### src/rtl/bcag_pkg.sv
// Package: shared constants and the captured burst configuration type for
// the burst column address generator.
package bcag_pkg;
    localparam int CODE_W  = 3;   // width of the burst length code
    localparam int LG2_W   = 2;   // width of log2(burst length) for fixed bursts
    localparam int MAX_LG2 = 3;   // longest fixed burst is 2^MAX_LG2 beats

    typedef struct packed {
        logic             full;   // full-page burst
        logic             ilv;    // interleaved wrap order
        logic [LG2_W-1:0] lg2;    // log2 of fixed burst length
    } burst_cfg_t;
endpackage

### src/rtl/bcag_decode.sv
// Module: bcag_decode
// Turns the raw start request fields into a burst configuration and a
// legality flag. Purely combinational.
// Assumes: codes 0..MAX_LG2 are the supported fixed lengths; full-page
// requires incrementing order.
module bcag_decode
    import bcag_pkg::*;
(
    input  logic [CODE_W-1:0] code_i,
    input  logic              ilv_i,
    input  logic              full_i,
    output burst_cfg_t        cfg_o,
    output logic              legal_o
);
    // Legality and field packing for the request
    always_comb begin
        cfg_o.full = full_i;
        cfg_o.ilv  = ilv_i;
        cfg_o.lg2  = code_i[LG2_W-1:0];
        if (full_i) begin
            legal_o = !ilv_i;
        end else begin
            legal_o = (code_i <= CODE_W'(MAX_LG2));
        end
    end
endmodule

### src/rtl/bcag_seq.sv
// Module: bcag_seq
// Holds the active burst: starting column, configuration and beat index.
// Advances one beat per clock, ends on the last fixed beat or on stop.
// Assumes: an accepted start overrides stop in the same cycle; a rejected
// start is never presented with legal_i high.
module bcag_seq
    import bcag_pkg::*;
#(
    parameter int COL_W = 11
) (
    input  logic             clk,
    input  logic             rst_n,
    input  logic             start_i,
    input  logic             legal_i,
    input  burst_cfg_t       cfg_i,
    input  logic [COL_W-1:0] col_i,
    input  logic             stop_i,
    output logic             active_o,
    output logic             last_o,
    output logic [COL_W-1:0] idx_o,
    output logic [COL_W-1:0] base_o,
    output burst_cfg_t       cfg_o
);
    localparam logic [COL_W-1:0] ONE = COL_W'(1);

    logic             active_q;
    logic [COL_W-1:0] idx_q;
    logic [COL_W-1:0] base_q;
    burst_cfg_t       cfg_q;
    logic [COL_W-1:0] len_m1;
    logic             is_last;

    // Final index of the current fixed burst and the last-beat decision
    always_comb begin
        len_m1  = (ONE << cfg_q.lg2) - ONE;
        is_last = active_q && !cfg_q.full && (idx_q == len_m1);
    end

    // Burst state: capture on accepted start, step or retire otherwise
    always_ff @(posedge clk) begin
        if (!rst_n) begin
            active_q <= 1'b0;
            idx_q    <= '0;
            base_q   <= '0;
            cfg_q    <= '0;
        end else if (start_i && legal_i) begin
            active_q <= 1'b1;
            idx_q    <= '0;
            base_q   <= col_i;
            cfg_q    <= cfg_i;
        end else if (active_q && (stop_i || is_last)) begin
            active_q <= 1'b0;
            idx_q    <= '0;
        end else if (active_q) begin
            idx_q    <= idx_q + ONE;
        end
    end

    assign active_o = active_q;
    assign last_o   = is_last;
    assign idx_o    = idx_q;
    assign base_o   = base_q;
    assign cfg_o    = cfg_q;
endmodule

### src/rtl/bcag_map.sv
// Module: bcag_map
// Forms the column of the current beat from the start column and beat
// index. Bits inside the burst block take the incrementing sum or the XOR
// with the index; bits above the block keep the start column.
// Assumes: idx_i < burst length for fixed bursts, so XOR leaves upper bits.
module bcag_map
    import bcag_pkg::*;
#(
    parameter int COL_W = 11
) (
    input  logic             active_i,
    input  burst_cfg_t       cfg_i,
    input  logic [COL_W-1:0] base_i,
    input  logic [COL_W-1:0] idx_i,
    output logic [COL_W-1:0] col_o
);
    localparam logic [COL_W-1:0] ONE = COL_W'(1);

    logic [COL_W-1:0] mask;
    logic [COL_W-1:0] sum;
    logic [COL_W-1:0] mix;
    logic [COL_W-1:0] pick;

    // Block mask and the two candidate orders
    always_comb begin
        mask = cfg_i.full ? '1 : ((ONE << cfg_i.lg2) - ONE);
        sum  = base_i + idx_i;
        mix  = base_i ^ idx_i;
    end

    // Per-bit choice between wrapped value and fixed start bit
    for (genvar b = 0; b < COL_W; b++) begin : g_bit
        assign pick[b] = mask[b] ? (cfg_i.ilv ? mix[b] : sum[b]) : base_i[b];
    end

    assign col_o = active_i ? pick : '0;
endmodule

### src/rtl/burst_col_gen.sv
// Module: burst_col_gen (top)
// Burst column address generator: one column per clock for fixed bursts of
// 1/2/4/8 beats (incrementing or interleaved wrap) or endless full-page
// bursts, with terminate, restart and a sticky error on rejected requests.
// Assumes: synchronous active-low reset; first beat one cycle after start.
module burst_col_gen
    import bcag_pkg::*;
#(
    parameter int COL_W = 11
) (
    input  logic              clk,
    input  logic              rst_n,
    input  logic              start_i,
    input  logic [COL_W-1:0]  col_i,
    input  logic [CODE_W-1:0] burst_len_i,
    input  logic              wrap_ilv_i,
    input  logic              page_mode_i,
    input  logic              stop_i,
    output logic [COL_W-1:0]  col_o,
    output logic              valid_o,
    output logic              last_o,
    output logic              err_o
);
    burst_cfg_t       req_cfg;
    burst_cfg_t       cur_cfg;
    logic             start_legal;
    logic             active;
    logic             seq_last;
    logic [COL_W-1:0] beat_idx;
    logic [COL_W-1:0] base_col;
    logic             cur_full;
    logic             err_q;

    bcag_decode i_decode (
        .code_i  (burst_len_i),
        .ilv_i   (wrap_ilv_i),
        .full_i  (page_mode_i),
        .cfg_o   (req_cfg),
        .legal_o (start_legal)
    );

    bcag_seq #(.COL_W(COL_W)) i_seq (
        .clk      (clk),
        .rst_n    (rst_n),
        .start_i  (start_i),
        .legal_i  (start_legal),
        .cfg_i    (req_cfg),
        .col_i    (col_i),
        .stop_i   (stop_i),
        .active_o (active),
        .last_o   (seq_last),
        .idx_o    (beat_idx),
        .base_o   (base_col),
        .cfg_o    (cur_cfg)
    );

    bcag_map #(.COL_W(COL_W)) i_map (
        .active_i (active),
        .cfg_i    (cur_cfg),
        .base_i   (base_col),
        .idx_i    (beat_idx),
        .col_o    (col_o)
    );

    // Sticky flag for rejected start requests
    always_ff @(posedge clk) begin
        if (!rst_n) begin
            err_q <= 1'b0;
        end else if (start_i && !start_legal) begin
            err_q <= 1'b1;
        end
    end

    assign cur_full = cur_cfg.full;
    assign valid_o  = active;
    assign last_o   = seq_last;
    assign err_o    = err_q;
endmodule

### config.mk
export PLATFORM = sky130hd
export DESIGN_NAME = burst_col_gen
export DESIGN_NICKNAME = d
export VERILOG_FILES = /design/src/rtl/bcag_pkg.sv /design/src/rtl/bcag_decode.sv /design/src/rtl/bcag_seq.sv /design/src/rtl/bcag_map.sv /design/src/rtl/burst_col_gen.sv
export SDC_FILE = /design/constraint.sdc
export NUM_CORES = 1
export LEC_CHECK = 0
export ABC_AREA = 0
export BUFFER_PORTS_ARGS = -buffer_cell sky130_fd_sc_hd__buf_4
export CAP_MARGIN = 20
export CELL_PAD_IN_SITES_DETAIL_PLACEMENT = 1
export CELL_PAD_IN_SITES_GLOBAL_PLACEMENT = 1
export CORE_ASPECT_RATIO = 1.1
export CORE_MARGIN = 2
export CORE_UTILIZATION = 28
export CTS_BUF_LIST = sky130_fd_sc_hd__clkbuf_16
export CTS_CLUSTER_DIAMETER = 150
export DETAILED_ROUTE_END_ITERATION = 16
export PLACE_DENSITY_LB_ADDON = 0.05
export SYNTH_ARGS = -nofsm -noshare
export SYNTH_HDL_FRONTEND = slang
export SYNTH_SLANG_ARGS = --single-unit
### constraint.sdc
create_clock -name clk -period 5.5 [get_ports clk]
set_clock_uncertainty 0.15 [all_clocks]
set_input_delay 0.825 -clock clk [delete_from_list [all_inputs] [get_ports clk]]
set_output_delay 0.825 -clock clk [all_outputs]
set_load 0.1 [all_outputs]
# [After elaboration in Yosys (flattened, before gate mapping)]
# Cells that the tools add are included.
# Widths: inputs -> output; s select.
[classes] n_addsub=3 magnitude_cmp=1 eq_ne=1 n_shift=1 mux=27 bitwise=2 reduce_logical=11
[ops] op="$mux 1" count=25
[ops] op="$mux 11" count=2
[ops] op="$add 11x1->11 const B" count=1
[ops] op="$add 11x11->11" count=1
[ops] op="$eq 11x11->1" count=1
[ops] op="$shl 1x2->11 const A" count=1
[ops] op="$sub 11x1->11 const B" count=1
[ops] op="$xor 11x11->11" count=1
[ops] op="$logic_and 1x1->1" count=5
[ops] op="$le 3x2->1 const B" count=1
[ops] op="$logic_not 1->1" count=3
[ops] op="$reduce_or 3->1" count=1
[ops] op="$reduce_bool 2->1" count=1
[ops] op="$logic_or 1x1->1" count=1
[ops] op="$not 1->1" count=1
[word_totals] ff_bits=28 out_inout_bits=14

# [Depth between registers and ports, before layout]
# Gate-level depths: netlist of run 1.
[logic_depth] depth_word=8 depth_mapped=8 mapped_depth_nobuf=8

# [By module]
# A second synthesis of run 1 with hierarchy kept.
[unflattened] cells_unflattened=271 hier_area_um2=2154.6
[by_module_without_submodules] module="bcag_seq" n_inst=1 cells_each=160 area_each_um2=1336.3 seq_area_each_um2=540.5
[by_module_without_submodules] module="bcag_map" n_inst=1 cells_each=103 area_each_um2=737.0 seq_area_each_um2=0.0
[by_module_without_submodules] module="burst_col_gen" n_inst=1 cells_each=3 area_each_um2=41.3 seq_area_each_um2=20.0
[by_module_without_submodules] module="bcag_decode" n_inst=1 cells_each=5 area_each_um2=40.0 seq_area_each_um2=0.0

# [Least setup slack after synthesis of run 1]
# OpenSTA, ideal clock, no wires.
[synth_timing] path_type="reg-to-output" startpoint="reg i_seq.idx_q[0] (netlist: i_seq.idx_o[0])" endpoint="out col_o[6]" arrival_time_ns=4.108 path_slack_ns=0.417 path_stages_with_launch=7 n_path_buf=0 path_cell_list="dfxtp_1 ha_1 fa_1 a21o_1 a221oi_1 o21ai_0 a311oi_1"
[synth_between] elab_chain_len=4
[synth_lines] item="start, declared" line="bcag_seq.sv:27" rtl="logic [COL_W-1:0] idx_q;"
[synth_lines] item="start signal, assigned" line="bcag_seq.sv:55" rtl="idx_q <= idx_q + ONE;"
[synth_lines] item="$add 11x11->11" line="bcag_map.sv:27" rtl="sum = base_i + idx_i;"
[synth_lines] item="$mux 1 (2 in a row)" line="bcag_map.sv:33" rtl="assign pick[b] = mask[b] ? (cfg_i.ilv ? mix[b] : sum[b]) : base_i[b];"
[synth_lines] item="$mux 11" line="bcag_map.sv:36" rtl="assign col_o = active_i ? pick : '0;"
[synth_lines] item="end, declared" line="burst_col_gen.sv:19" rtl="output logic [COL_W-1:0] col_o,"
# Every way passes these cells.

# [Worst setup path in the final report of run 1]
[layout_timing] startpoint="reg i_seq.idx_q[0] (netlist: i_seq.idx_o[0])" endpoint="out col_o[8]"
# Same word-level chain as after synthesis.

==> run summary, run 1 <==
# setup viols final: 0
worst slack at placement: 1.95 ns
remaining number of nets flagged by the antenna check after routing: 0
EDFF count, synth: 0
synth top area cells: dfxtp_1 (27%), mux2i_1 (8.8%), ha_1 (8.0%)
Register-to-Register Setup Slack: 2.89 ns
overall die height: 93.6 µm
post-route minimum period: 3.86 ns
1st-iter DRT viols: 88
layout cells sized above 1: 17.1%
grt total ovfl: 0
transition time at the pin with the least slew margin: 0.708 ns
Total Wirelength: 5800 µm
number of standard cells in the layout, taps in and fillers out: 354
largest fanout on the critical path: 8
net total in the final layout: 304
top-area cell type share of the netlist area: 27.5%
Cells after DPL: 350
Reg2Reg Capture Point: i_seq.idx_o[4]$_SDFFE_PP0P_
Pwr Total: 566 µW
Final Max Tran Viols: 0
maximum vdd ir drop: 125 µV
count of hold-fix buffers inserted at cts: 0
cell depth of the worst flop-to-flop path: 5
most used flip-flop cell after synthesis: dfxtp_1
global-route total usage across every layer: 15.2%
count of mapped cells out of synthesis: 240
run status: finished, final reports clean
Worst path slowest cell: a221oi_1
num rows: 32
startpoint of the worst setup timing path: i_seq.idx_o[0]$_SDFFE_PP0P_
Post-CTS Setup Repair Bufs: 0
DR vias: 1,828
top cell family by delay on the critical path: compound AO/OA/AOI/OAI gates
class of the most critical setup path: reg -> out
instance area after placement: 2370 µm²
wire length of the first global-routing pass: 9540 µm
DIE WIDTH: 85.4 µm
number of failing hold endpoints at the final stage: 0
register area share after synthesis: 27.5%
Die Area: 7990 µm²
Pwr Density: 229 nW/µm²
antenna violations before repair: 0
number of input and output port buffers inserted: 33
Cell variety after synth: 47
leakage dissipation: 1.05 nW
number of global-route vias before repair: 1,887
CP Data Arrival Time: 2.88 ns
area of all placed cells without fillers: 2470 µm²
synthesized area: 2040 µm²
worst path bufs/invs: 1
ANT cells: 0
reported max-cap violation count: 0
deepest clock path buffer count: 2
final HPWL from detailed placement: 4290 µm
flip-flop and latch count after synthesis: 28
post-detailed-route wirelength per cell: 16.4 µm
kind of start point of the critical path: flop
effective utilization at floorplan: 29.0%
upper clock frequency limit: 259 MHz
synthesized area per cell: 8.51 µm²
critical register-to-register path startpoint: i_seq.active_o$_SDFFE_PN0P_
class of the tightest hold or removal check: reg -> reg
post-synthesis async set-or-reset flop share: 0%
destination of the critical timing path: col_o[8]
kind of end point of the critical path: output port
DR pass1 iterations: 4
Synth warnings: 0
remaining routing DRC violations: 0
Setup TNS Final: 0 ns
total of cells resized after clock tree synthesis: 0
peak per-stage delay on the critical path: 0.52 ns
number of sinks on the clock net: 28
maximum number of pins on one net before global-route repair: 20
most used standard cell by instance count after synthesis: dfxtp_1
final worst path period share: 70.1%
root buffer cell: clkbuf_16
# IOs: 34
unrepaired setup endpoints after global routing: no
top cell types by occurrence after synthesis: dfxtp_1 (28), nor2_1 (22), nor2b_1 (19), mux2i_1 (18), nand2_1 (16)
CP cell instances: ha_1 -> fa_1 -> a21o_1 -> a221oi_1 -> o22ai_1 -> mux2i_1 -> a21oi_1 -> buf_4
post-synthesis net count: 274
vias per std cell: 5.16
clock network latency to the later pin of the worst-skew pair: 0.27 ns
RD Place Congestion: 0.730
Slew HR: 52.7%
largest area contributor in the synthesized netlist: dfxtp_1
CTS H-tree depth: 1
layout-stage area growth over the synthesis result: 21.1%
number of cells on the critical path: 8
required time of the critical path: 4.53 ns
Clk pin slew, worst setup/hold paths: 0.08 ns
Core Area: 7050 µm²
number of buffers created by CTS: 3
clock tree from TritonCTS: done
final worst setup slack: 1.64 ns
[routing by layer]
layer  vias up  global-route usage (%)  share of wire, %
met5         -                       0                 0
li1        934                       -                 -
met2        19                    27.2                48
met1       871                    19.4                49
met4         0                    3.17              0.93
met3         4                    2.21               2.3
[kinds of logic after synthesis]
family / synth area share, %
buf+inv: 2.63
fa+ha+maj: 8.95
compound gates: 19.2
flops: 27.5
xor+xnor: 5.15
mux: 8.82
simple gates: 27.8
[cells in the final DEF (no fill, tap or decap), types with 3 or more instances in the layout]
master and n:
a311oi_1 4, nor3_1 3, o21ai_0 9, nor2_1 22
nand2_1 16, inv_1 5, nand4_1 6, or3_1 4
a21oi_1 13, nand2b_1 7, nor3b_1 3, xor2_1 6
ha_1 13, xnor2_1 6, dfxtp_1 28, o21a_1 3
nand3_1 8, clkbuf_16 3, mux2i_1 18, a21o_1 5
nor2b_1 19, buf_4 34
[how the worst min path moves through the flow]
stage	endpoint	slack, ns	cells after the start	from
floorplan	i_seq.base_o[5]$_SDFFE_PN0P_	0.36	2	i_seq.base_o[5]$_SDFFE_PN0P_
global placement	err_o$_SDFFE_PN0P_	0.30	1	err_o$_SDFFE_PN0P_
detailed placement	err_o$_SDFFE_PN0P_	0.31	1	err_o$_SDFFE_PN0P_
CTS	err_o$_SDFFE_PN0P_	0.33	1	err_o$_SDFFE_PN0P_
global route	err_o$_SDFFE_PN0P_	0.35	1	err_o$_SDFFE_PN0P_
finish	err_o$_SDFFE_PN0P_	0.32	1	err_o$_SDFFE_PN0P_
[sequential cells by signal, summed over array words and instances, names as in the netlist]
register,cells
err_o,1
i_seq.active_o,1
i_seq.base_o,11
i_seq.cfg_o,4
i_seq.idx_o,11
[through the flow]
| step | utilization (%) | hold slack, ns |
|---|---|---|
| final | 35.1 | 0.321 |
| after global routing | 35.1 | 0.353 |
| after CTS | 35.1 | 0.330 |
| after detailed placement | 33.6 | 0.310 |
| after global placement | 33.6 | 0.301 |
| after floorplan | - | 0.357 |
[report_power, final]
group          switching, mW  internal [mW]  total [mW]
Clock                 0.0830          0.145       0.228
Sequential            0.0130          0.210       0.223
Combinational         0.0713         0.0435       0.115
[final cells by class]
cell class	count	area (µm²)
Timing Repair Buffer	34	255
Sequential cell	28	561
Clock buffer	3	75.1
Fill cell	850	4570
Tap cell	85	106
Clock inverter	1	30.0
Multi-Input combinational cell	198	1430
Inverter	5	18.8
(Power assumes the default switching activity.)
==> run 2: changes to the inputs <==
ABC_AREA = 1   (was 0)
clock period = 3.86 ns   (was 5.5 ns; I/O delays follow)
==> run 2 against run 1 <==
  * Combinational power increased by 52%
  * Cell area fell by 0.40%
  * Hold slack better by 0.0095 ns
  * First-iteration DRC count down 20%
  * Critical path depth rose by 4
  * Routed wire length is 4.1% higher
  * Critical endpoint is now col_o[10]
==> run summary, run 2 <==
net total in the final layout: 361 (was 304)
startpoint of the most critical hold path: err_o$_SDFFE_PN0P_ (unchanged)
Register-to-Register Setup Slack: 1.62 ns (was 2.89 ns)
number of failing hold endpoints at the final stage: 0 (unchanged)
number of buffers created by CTS: 3 (unchanged)
root buffer cell: clkbuf_16 (unchanged)
Reg2Reg Capture Point: i_seq.idx_o[0]$_SDFFE_PP0P_ (was i_seq.idx_o[4]$_SDFFE_PP0P_)
CTS H-tree depth: 1 (unchanged)
maximum vdd ir drop: 237 µV (was 125 µV)
upper clock frequency limit: 316 MHz
DR vias: 1,951 (was 1,828)
EDFF count, synth: 0 (unchanged)
layout-stage area growth over the synthesis result: 21.6% (was 21.1%)
wire length of the first global-routing pass: 10,200 µm (was 9540 µm)
effective utilization at floorplan: 28.9% (was 29.0%)
largest area contributor in the synthesized netlist: dfxtp_1 (unchanged)
Total Wirelength: 6030 µm (was 5800 µm)
Core Area: 7010 µm² (was 7050 µm²)
count of mapped cells out of synthesis: 295 (was 240)
commonest non-fill, non-tap cells in the layout: nand2_1 (50), nor2_1 (35), buf_4 (35) (was buf_4 (34), dfxtp_1 (28), nor2_1 (22))
top cell types by occurrence after synthesis: nand2_1 (50), nor2_1 (35), inv_1 (34), dfxtp_1 (28), a21oi_1 (22) (was dfxtp_1 (28), nor2_1 (22), nor2b_1 (19), mux2i_1 (18), nand2_1 (16))
Hold Path End: err_o$_SDFFE_PN0P_ (unchanged)
remaining number of nets flagged by the antenna check after routing: 0 (unchanged)
vias per std cell: 4.75 (was 5.16)
synth top area cells: dfxtp_1 (28%), nand2_1 (9.3%), ha_1 (8.0%) (was dfxtp_1 (27%), mux2i_1 (8.8%), ha_1 (8.0%))
most common cell after layout, fill and taps aside: nand2_1 (was buf_4)
Clk pin slew, worst setup/hold paths: 0.08 ns (about the same)
Final Max Tran Viols: 0 (unchanged)
post-synthesis async set-or-reset flop share: 0% (unchanged)
final HPWL from detailed placement: 4850 µm (was 4290 µm)
fill cell total of the finished layout: 900 (was 850)
peak per-stage delay on the critical path: 0.42 ns (was 0.52 ns)
cell depth of the worst flop-to-flop path: 11 (was 5)
post-synthesis net count: 329 (was 274)
layout cells sized above 1: 21.8% (was 17.1%)
overall die height: 93.2 µm (was 93.6 µm)
# setup viols final: 0 (unchanged)
antenna violations before repair: 0 (unchanged)
RD Place Congestion: 0.783 (was 0.730)
CP Data Arrival Time: 2.44 ns (was 2.88 ns)
num rows: 32 (unchanged)
Post-CTS Setup Repair Bufs: 0 (unchanged)
CP cell instances: ha_1 -> fa_1 -> nand2_1 -> nand3_1 -> nand3_1 -> nand2_1 -> nand2_1 -> nand3_1 -> nand2_1 -> inv_1 -> nor2_1 -> buf_4 (was ha_1 -> fa_1 -> a21o_1 -> a221oi_1 -> o22ai_1 -> mux2i_1 -> a21oi_1 -> buf_4)
global-route total usage across every layer: 16.4% (was 15.2%)
post-route minimum period: 3.17 ns
final worst path period share: 82.0%
top-area cell type share of the netlist area: 27.7% (was 27.5%)
grt total ovfl: 0 (unchanged)
register area share after synthesis: 27.7% (was 27.5%)
Setup TNS Final: 0 ns (unchanged)
transition time at the pin with the least slew margin: 0.412 ns (was 0.708 ns)
1st-iter DRT viols: 70 (was 88)
DR pass1 iterations: 4 (unchanged)
critical register-to-register path startpoint: i_seq.cfg_o[1]$_SDFFE_PN0P_ (was i_seq.active_o$_SDFFE_PN0P_)
# IOs: 34 (unchanged)
number of cells traversed by the worst hold path: 2 (was 1)
reported max-cap violation count: 0 (unchanged)
run status: finished, final reports clean (unchanged)
flip-flop and latch count after synthesis: 28 (unchanged)
synthesized area: 2030 µm² (was 2040 µm²)
Pwr Density: 328 nW/µm² (was 229 nW/µm²)
clock tree from TritonCTS: done (unchanged)
synthesized area per cell: 6.87 µm² (was 8.51 µm²)
kind of end point of the critical path: output port (unchanged)
class of the tightest hold or removal check: reg -> reg (unchanged)
largest fanout on the critical path: 7 (was 8)
Slew HR: 72.5% (was 52.7%)
most used standard cell by instance count after synthesis: nand2_1 (was dfxtp_1)
post-detailed-route wirelength per cell: 14.7 µm (was 16.4 µm)
number of sinks on the clock net: 28 (unchanged)
Die Area: 7930 µm² (was 7990 µm²)
maximum number of pins on one net before global-route repair: 22 (was 20)
most used flip-flop cell after synthesis: dfxtp_1 (unchanged)
leakage dissipation: 1.07 nW (was 1.05 nW)
deepest clock path buffer count: 2 (unchanged)
number of global-route vias before repair: 1,997 (was 1,887)
number of standard cells in the layout, taps in and fillers out: 411 (was 354)
remaining routing DRC violations: 0 (unchanged)
ANT cells: 0 (unchanged)
Cell variety after synth: 38 (was 47)
Worst path slowest cell: fa_1 (was a221oi_1)
count of hold-fix buffers inserted at cts: 0 (unchanged)
clock network latency to the later pin of the worst-skew pair: 0.27 ns (about the same)
Synth warnings: 0 (unchanged)
required time of the critical path: 3.13 ns (was 4.53 ns)
class of the most critical setup path: reg -> out (unchanged)
number of input and output port buffers inserted: 33 (unchanged)
register cell area after layout: 561 µm² (unchanged)
Most common cell on crit path: nand2_1
total of cells resized after clock tree synthesis: 0 (unchanged)
Cells after DPL: 407 (was 350)
unrepaired setup endpoints after global routing: no (unchanged)
final hold slack: 0.331 ns (was 0.321 ns)
DIE WIDTH: 85.1 µm (was 85.4 µm)
multi-input logic area: 1270 µm² (was 1430 µm²)
kind of start point of the critical path: flop (unchanged)
## run 2: changes by cell type after synthesis, moves of 6 or more
cell / change
nor2b_1: -19
o21ai_1: +7
nor3_2: +6
inv_1: +29
mux2i_1: -17
nand2b_1: -7
o21ai_0: +10
nand2_1: +34
nor2_2: +11
nor2_1: +13
a21oi_1: +9
## run 2: per-stage QoR
| step | instance area [µm²] | utilization [%] | power [mW] | setup WS, ns |
|---|---|---|---|---|
| floorplan | 2040 | - | 0.448 | 0.0397 |
| global placement | 2360 | 33.7 | 0.500 | 1.08 |
| detailed placement | 2360 | 33.7 | 0.501 | 0.976 |
| CTS | 2460 | 35.2 | 0.822 | 0.670 |
| global route | 2460 | 35.2 | 0.855 | 0.450 |
| finish | 2460 | 35.2 | 0.808 | 0.694 |
## run 2: critical path: cells and delay by family (launching register included)
kind                     cells  cell delay [ns]
AND/OR/NAND/NOR              8             0.74
flip-flops                   1             0.38
adder cells (fa/ha/maj)      2             0.71
buffers and inverters        2             0.33
## run 2: where the power goes
group	internal, mW	switching (mW)	total (mW)
Clock	0.207	0.110	0.317
Sequential	0.302	0.0140	0.316
Combinational	0.0538	0.121	0.175
## run 2: kinds of logic (layout without fill, tap and decap cells)
logic type | count (synthesis) | in the layout | synth area share (%)
AND/OR/NAND/NOR | 130 | 130 | 30.9
adder cells (fa/ha/maj) | 14 | 14 | 9.02
buffers and inverters | 49 | 80 | 10.1
XOR/XNOR | 12 | 12 | 5.19
AO/OA/AOI/OAI | 61 | 61 | 16.6
flip-flops | 28 | 28 | 27.7
multiplexers | 1 | 1 | 0.494
## run 2: layout make-up
class                   count  share of cell area, %
clock inverters             1                   1.22
multi-input cells         218                   51.7
repair buffers             35                   10.7
inverters                  41                   6.35
well taps                  85                   4.32
flip-flops and latches     28                   22.8
clock buffers               3                   3.05
## run 2: worst max path at each step
stage                                startpoint   endpoint  slack, ns  cells after the start
global route        i_seq.idx_o[0]$_SDFFE_PP0P_  col_o[10]       0.45                     12
global placement    i_seq.idx_o[0]$_SDFFE_PP0P_  col_o[10]       1.08                     12
finish              i_seq.idx_o[0]$_SDFFE_PP0P_  col_o[10]       0.69                     12
floorplan           i_seq.active_o$_SDFFE_PN0P_   col_o[1]       0.04                      4
CTS                 i_seq.idx_o[0]$_SDFFE_PP0P_  col_o[10]       0.67                     12
detailed placement  i_seq.idx_o[0]$_SDFFE_PP0P_  col_o[10]       0.98                     12
## run 2: layer usage
layer / share of wire [%] / GRT usage (%) / vias to the layer above
met5: 0 / 0 / -
met4: 0.88 / 3.17 / 0
met3: 2.4 / 1.94 / 4
met2: 47 / 28.3 / 29
met1: 50 / 21.9 / 890
li1: - / - / 1028
